**src/rtl/atm_cam_pkg.sv**
```systemverilog
package atm_cam_pkg;
  localparam int TAG_W   = 32;
  localparam int WORD_W  = 32;
  localparam int ENTRY_W = TAG_W + WORD_W;
  localparam logic [TAG_W-1:0] PATH_FIELD   = 32'hFFFF_0000;
  localparam logic [TAG_W-1:0] NARROW_DROP  = 32'h0F00_0000;
  localparam logic [15:0]      WILDCARD_VCI = 16'hFFFF;
endpackage

```
**src/rtl/cam_store.sv**
```systemverilog
module cam_store
  import atm_cam_pkg::*;
#(
  parameter int DEPTH = 16,
  localparam int AW = $clog2(DEPTH)
) (
  input  logic                          clk,
  input  logic                          rst,
  input  logic                          wr_en,
  input  logic [AW-1:0]                 wr_addr,
  input  logic [ENTRY_W-1:0]            wr_data,
  output logic [DEPTH-1:0][TAG_W-1:0]   tags,
  output logic [DEPTH-1:0][WORD_W-1:0]  words,
  output logic [DEPTH-1:0]              valid
);
  always_ff @(posedge clk) begin
    if (wr_en) begin
      tags[wr_addr]  <= wr_data[ENTRY_W-1:WORD_W];
      words[wr_addr] <= wr_data[WORD_W-1:0];
    end
  end

  always_ff @(posedge clk) begin
    if (rst)        valid <= '0;
    else if (wr_en) valid[wr_addr] <= 1'b1;
  end
endmodule

```
**src/rtl/cam_compare.sv**
```systemverilog
module cam_compare
  import atm_cam_pkg::*;
#(
  parameter int DEPTH = 16
) (
  input  logic [DEPTH-1:0][TAG_W-1:0] tags,
  input  logic [DEPTH-1:0]            valid,
  input  logic [TAG_W-1:0]            key,
  input  logic [TAG_W-1:0]            care,
  output logic [DEPTH-1:0]            circ_hit,
  output logic [DEPTH-1:0]            path_hit
);
  for (genvar i = 0; i < DEPTH; i++) begin : g_entry
    logic [TAG_W-1:0] diff;
    assign diff        = (tags[i] ^ key) & care;
    assign circ_hit[i] = valid[i] && (diff == '0);
    assign path_hit[i] = valid[i] && ((diff & PATH_FIELD) == '0)
                         && (tags[i][15:0] == WILDCARD_VCI);
  end
endmodule

```
**src/rtl/hit_select.sv**
```systemverilog
module hit_select #(
  parameter int DEPTH = 16,
  localparam int AW = $clog2(DEPTH)
) (
  input  logic [DEPTH-1:0] hits,
  output logic             any,
  output logic [AW-1:0]    idx
);
  always_comb begin
    any = |hits;
    idx = '0;
    for (int i = DEPTH - 1; i >= 0; i--) begin
      if (hits[i]) idx = AW'(i);
    end
  end
endmodule

```
**src/rtl/atm_cam_matcher.sv**
```systemverilog
module atm_cam_matcher
  import atm_cam_pkg::*;
#(
  parameter int DEPTH = 16,
  localparam int AW = $clog2(DEPTH)
) (
  input  logic               clk,
  input  logic               rst,
  input  logic               wr_en,
  input  logic [AW-1:0]      wr_addr,
  input  logic [ENTRY_W-1:0] wr_data,
  input  logic               mask_wr,
  input  logic [TAG_W-1:0]   mask_data,
  input  logic               narrow_path,
  input  logic               srch_valid,
  input  logic [TAG_W-1:0]   srch_key,
  output logic               match_found,
  output logic               path_match,
  output logic [AW-1:0]      match_index,
  output logic [WORD_W-1:0]  match_word
);
  logic [DEPTH-1:0][TAG_W-1:0]  tags;
  logic [DEPTH-1:0][WORD_W-1:0] words;
  logic [DEPTH-1:0]             valid, circ_hit, path_hit;
  logic [TAG_W-1:0]             mask_q, care;
  logic                         circ_any, path_any;
  logic [AW-1:0]                circ_idx, path_idx;

  always_ff @(posedge clk) begin
    if (rst)          mask_q <= '0;
    else if (mask_wr) mask_q <= mask_data;
  end

  assign care = ~mask_q & (narrow_path ? ~NARROW_DROP : '1);

  cam_store #(.DEPTH(DEPTH)) u_store (
    .clk(clk), .rst(rst), .wr_en(wr_en), .wr_addr(wr_addr),
    .wr_data(wr_data), .tags(tags), .words(words), .valid(valid)
  );

  cam_compare #(.DEPTH(DEPTH)) u_cmp (
    .tags(tags), .valid(valid), .key(srch_key), .care(care),
    .circ_hit(circ_hit), .path_hit(path_hit)
  );

  hit_select #(.DEPTH(DEPTH)) u_sel_circ (.hits(circ_hit), .any(circ_any), .idx(circ_idx));
  hit_select #(.DEPTH(DEPTH)) u_sel_path (.hits(path_hit), .any(path_any), .idx(path_idx));

  always_ff @(posedge clk) begin
    if (rst) begin
      match_found <= 1'b0;
      path_match  <= 1'b0;
      match_index <= '0;
      match_word  <= '0;
    end else if (srch_valid) begin
      if (circ_any) begin
        match_found <= 1'b1;
        path_match  <= 1'b0;
        match_index <= circ_idx;
        match_word  <= words[circ_idx];
      end else if (path_any) begin
        match_found <= 1'b1;
        path_match  <= 1'b1;
        match_index <= path_idx;
        match_word  <= words[path_idx];
      end else begin
        match_found <= 1'b0;
        path_match  <= 1'b0;
        match_index <= '0;
        match_word  <= '0;
      end
    end
  end

  assert_path_implies_found_R4: assert property (@(posedge clk) disable iff (rst)
    path_match |-> match_found);

  assert_hold_R9: assert property (@(posedge clk) disable iff (rst)
    !$past(srch_valid) |-> ($stable(match_found) && $stable(path_match)
                            && $stable(match_index) && $stable(match_word)));

  assert_miss_zero_R10: assert property (@(posedge clk) disable iff (rst)
    !match_found |-> (match_word == '0 && match_index == '0 && !path_match));

  assert_reset_clear_R1: assert property (@(posedge clk) disable iff (rst)
    $past(rst) |-> (!match_found && !path_match));
endmodule

```
**config.mk**
```make
export PLATFORM = sky130hd
export DESIGN_NAME = atm_cam_matcher
export DESIGN_NICKNAME = d
export VERILOG_FILES = /design/src/rtl/atm_cam_pkg.sv /design/src/rtl/cam_store.sv /design/src/rtl/cam_compare.sv /design/src/rtl/hit_select.sv /design/src/rtl/atm_cam_matcher.sv
export SDC_FILE = /design/constraint.sdc
export NUM_CORES = 2
export LEC_CHECK = 0
export BUFFER_PORTS_ARGS = -buffer_cell sky130_fd_sc_hd__buf_2
export CAP_MARGIN = 20
export CELL_PAD_IN_SITES_DETAIL_PLACEMENT = 1
export CELL_PAD_IN_SITES_GLOBAL_PLACEMENT = 2
export CORE_ASPECT_RATIO = 0.7
export CORE_MARGIN = 5
export CORE_UTILIZATION = 28
export DETAILED_ROUTE_END_ITERATION = 6
export PLACE_DENSITY = 0.56
export SLEW_MARGIN = 10
export SYNTH_ARGS = -nofsm -noshare
export SYNTH_HDL_FRONTEND = slang
export SYNTH_HIERARCHICAL = 1
export SYNTH_SLANG_ARGS = --single-unit
```
**constraint.sdc**
```tcl
create_clock -name clk -period 10.5 [get_ports clk]
set_input_delay 2.625 -clock clk [delete_from_list [all_inputs] [get_ports clk]]
set_output_delay 2.625 -clock clk [all_outputs]
set_load 0.02 [all_outputs]
```
==> impl_metrics.env <==
export IMPL_outcome="finished clean"
export IMPL_relSlewSlack=0.104
export IMPL_drt_pass1_iter_count=6
export IMPL_worstHoldEndpoint="mask_q[4]"
export IMPL_p_total_mw=9.99
export IMPL_syn_inst=3378
export IMPL_synth_simple_area_share=0.0469
export IMPL_cap_violations=0
export IMPL_place_hpwl_um=107000
export IMPL_synth_nets=3516
export IMPL_wl_per_cell_um=30.2
export IMPL_final_common_cell="edfxtp_1"
export IMPL_grt_max_degree=132
export IMPL_layout_setup_ws_ns=3.18
export IMPL_reg2reg_to="match_word[8]"
export IMPL_overflow=0
export IMPL_drt_iter0_markers=3103
export IMPL_synthArstFlopShare=0
export IMPL_fin_crit_sh=0.697
export IMPL_rrSetupSlack_ns=4.92
export IMPL_peakVddDrop_v=0.000142
export IMPL_vias=31500
export IMPL_fill_cells=18800
export IMPL_hold_buffers=0
export IMPL_grt_pass1_vias=32400
export IMPL_synth_area_per_cell_um2=15.2
export IMPL_p_int_mw=7.70
export IMPL_synth_flop_cell="edfxtp_1"
export IMPL_synth_xor_xnor_area_share=0.0875
export IMPL_grt_setup_unrepaired="no"
export IMPL_yosysWarnings=6
export IMPL_die_w_um=521
export IMPL_num_nets_final=3635
export IMPL_reg2reg_depth=14
export IMPL_synthToLayoutAreaGrowth_pct=14.6
export IMPL_finClkSkew_ns=0.0592
export IMPL_placed_cells=5833
export IMPL_seq_area_frac_synth=0.634
export IMPL_cts_buffers=120
export IMPL_rows=131
export IMPL_reg2reg_from="mask_q[5]"
export IMPL_synth_edf_count=1024
export IMPL_port_buffers=175
export IMPL_seq_area_um2=32500
export IMPL_drc=0
export IMPL_setup_viol=0
export IMPL_setup_tns_ns=0
export IMPL_cts_setup_buffers=0
export IMPL_crit_fanout=32
export IMPL_seqPwrFrac=0.499
export IMPL_cts_num_sinks=1110
export IMPL_max_freq_ghz=0.137
export IMPL_end_kind="flop"
export IMPL_slowest_stage="nor2b_4"
export IMPL_required_ns=11.06
export IMPL_cts_buffer_depth=3
export IMPL_synth_cell_type_count=52
export IMPL_netlist_area_um2=51200
export IMPL_synth_top_family_by_area="multiplexers"
export IMPL_min_delay_start="mask_q[4]"
export IMPL_cts_root_buffer="clkbuf_16"
export IMPL_dieArea_um2=192000
export IMPL_ys_ff_latch=1110
export IMPL_layout_drive_gt1_share=0.176
export IMPL_crit_type="in2reg"
export IMPL_combPwrFrac=0.059
export IMPL_crit_path_start_kind="primary input"
export IMPL_grt_antenna_before_repair=35
export IMPL_power_density_nw_per_um2=170
export IMPL_die_h_um=368
export IMPL_worst_path_buf_inv=2
export IMPL_swShare=0.229
export IMPL_grt_pass1_wl_um=256000
export IMPL_drtAntennaViolNets=0
export IMPL_whs_path_depth=2
export IMPL_wl_um=183000
export IMPL_multi_input_area_um2=17300
export IMPL_clock_power_share=0.443
export IMPL_critPathLaunch="srch_key[8]"
export IMPL_slew_viol_final=0
export IMPL_hold_viol=0
export IMPL_slowest_delay_ns=1.05
export IMPL_synth_fa_ha_area_frac=0
export IMPL_worst_pin_slew_ns=1.33
export IMPL_post_route_min_period_ns=7.32
export IMPL_fp_coreArea_um2=182000
export IMPL_synth_compound_area_share=0.0864
export IMPL_clk_latency_ns=0.76
export IMPL_min_delay_path_class="reg2reg"
export IMPL_place_congestion=0.794
export IMPL_post_place_ws_ns=2.46
export IMPL_power_leakage_nw=18.9
export IMPL_initial_core_util=0.281
export IMPL_cp_top_family="simple AND/OR/NAND/NOR gates"
export IMPL_final_cell_mix="edfxtp_1, xor2_1, mux2i_1"
export IMPL_arrival_ns=7.88
export IMPL_io_pin_count=176
export IMPL_vias_per_cell=5.19
export IMPL_fin_cells=6066
export IMPL_grt_use_total=0.186
export IMPL_p_sw_mw=2.29
export IMPL_path_cells="buf_2, xor2_1, a22o_1, a221oi_1, nand4_1, nor4_2, nor2_1, o31ai_1, nand2_1, a31oi_1, nor2b_4, buf_4, a22oi_1, nand3_1, a41oi_1"
export IMPL_post_cts_resized=0
export IMPL_fin_util=0.322
export IMPL_cts_tree="done"
export IMPL_clkTransAtPathRegs_ns=0.06
export IMPL_synthMuxAreaShare=0.113
export IMPL_htreeDepth=3
## per-layer routing
metal	global-route usage	up-vias	routed length, um
met3	0.0427	251	12800
met2	0.280	1032	80000
met1	0.274	16700	86800
met5	0	-	103
li1	-	13500	-
met4	0.0381	16	3820
## synth_stat cells, types with 32 or more instances
cell | count | area share
a21oi_1 | 70 | 0.0068
a221oi_1 | 58 | 0.0099
a22o_1 | 128 | 0.022
a22oi_1 | 162 | 0.024
a41oi_1 | 32 | 0.0055
buf_2 | 66 | 0.0064
clkbuf_1 | 106 | 0.0078
dfxtp_1 | 86 | 0.034
edfxtp_1 | 1024 | 0.60
inv_1 | 62 | 0.0045
mux2i_1 | 289 | 0.056
mux4_2 | 128 | 0.056
nand2_1 | 96 | 0.0070
nand3_1 | 70 | 0.0068
nand4_1 | 104 | 0.013
nor2_1 | 65 | 0.0048
o21ai_1 | 32 | 0.0031
o21bai_1 | 32 | 0.0047
xor2_1 | 512 | 0.088
## how the worst max path moves through the flow
stage / depth (start not counted) / slack [ns] / endpoint
final: 15 / 3.18 / match_word[8]
after global routing: 15 / 3.03 / match_word[5]
after CTS: 15 / 3.29 / match_word[8]
after detailed placement: 15 / 2.46 / match_word[8]
after global placement: 15 / 2.57 / match_word[8]
after floorplan: 3 / 0.75 / u_store/tags[32]
## final cells by class
type                            count  share of cell area
Antenna cell                       10            0.000426
Clock buffer                      151              0.0554
Clock inverter                     70              0.0139
Inverter                           62             0.00396
Multi-Input combinational cell   1945               0.295
Sequential cell                  1110               0.553
Tap cell                         2460              0.0524
Timing Repair Buffer              258              0.0264
## logic make-up (layout without fill, tap and decap cells)
family / count (synthesis) / count (layout)
other cells: 0 / 10
simple gates: 444 / 444
compound gates: 572 / 572
buf+inv: 323 / 541
flops: 1110 / 1110
mux: 417 / 417
xor+xnor: 512 / 512
## stage by stage
| step | cell area (um2) | hold WS (ns) |
|---|---|---|
| 2_1_floorplan | 51200 | 0.434 |
| 3_3_place_gp | 54600 | 0.477 |
| 3_5_place_dp | 54600 | 0.482 |
| 4_1_cts | 58700 | 0.498 |
| 5_1_grt | 58700 | 0.515 |
| 6_report | 58700 | 0.492 |
## power by group through the flow
stage               clock [mW]  combinational, mW  sequential [mW]
finish                    4.42              0.589             4.98
global route              4.73              0.628             4.99
CTS                       4.54              0.592             4.98
detailed placement           0              0.590             5.08
global placement             0              0.588             5.08
floorplan                    0              0.323             5.07
## tightest hold or removal path, stage by stage, from the launching register on
cell and delay, ns:
dfxtp_1 0.32, mux2i_1 0.06, nor2_1 0.07
## state kept, by name, summed over array words and instances, names as in the netlist
signal	cells
match_found	1
match_index	4
u_store/words	512
mask_q	32
match_word	32
path_match	1
u_store/valid	16
u_store/tags	512
No activity file was read; power rests on OpenSTA's default activity.
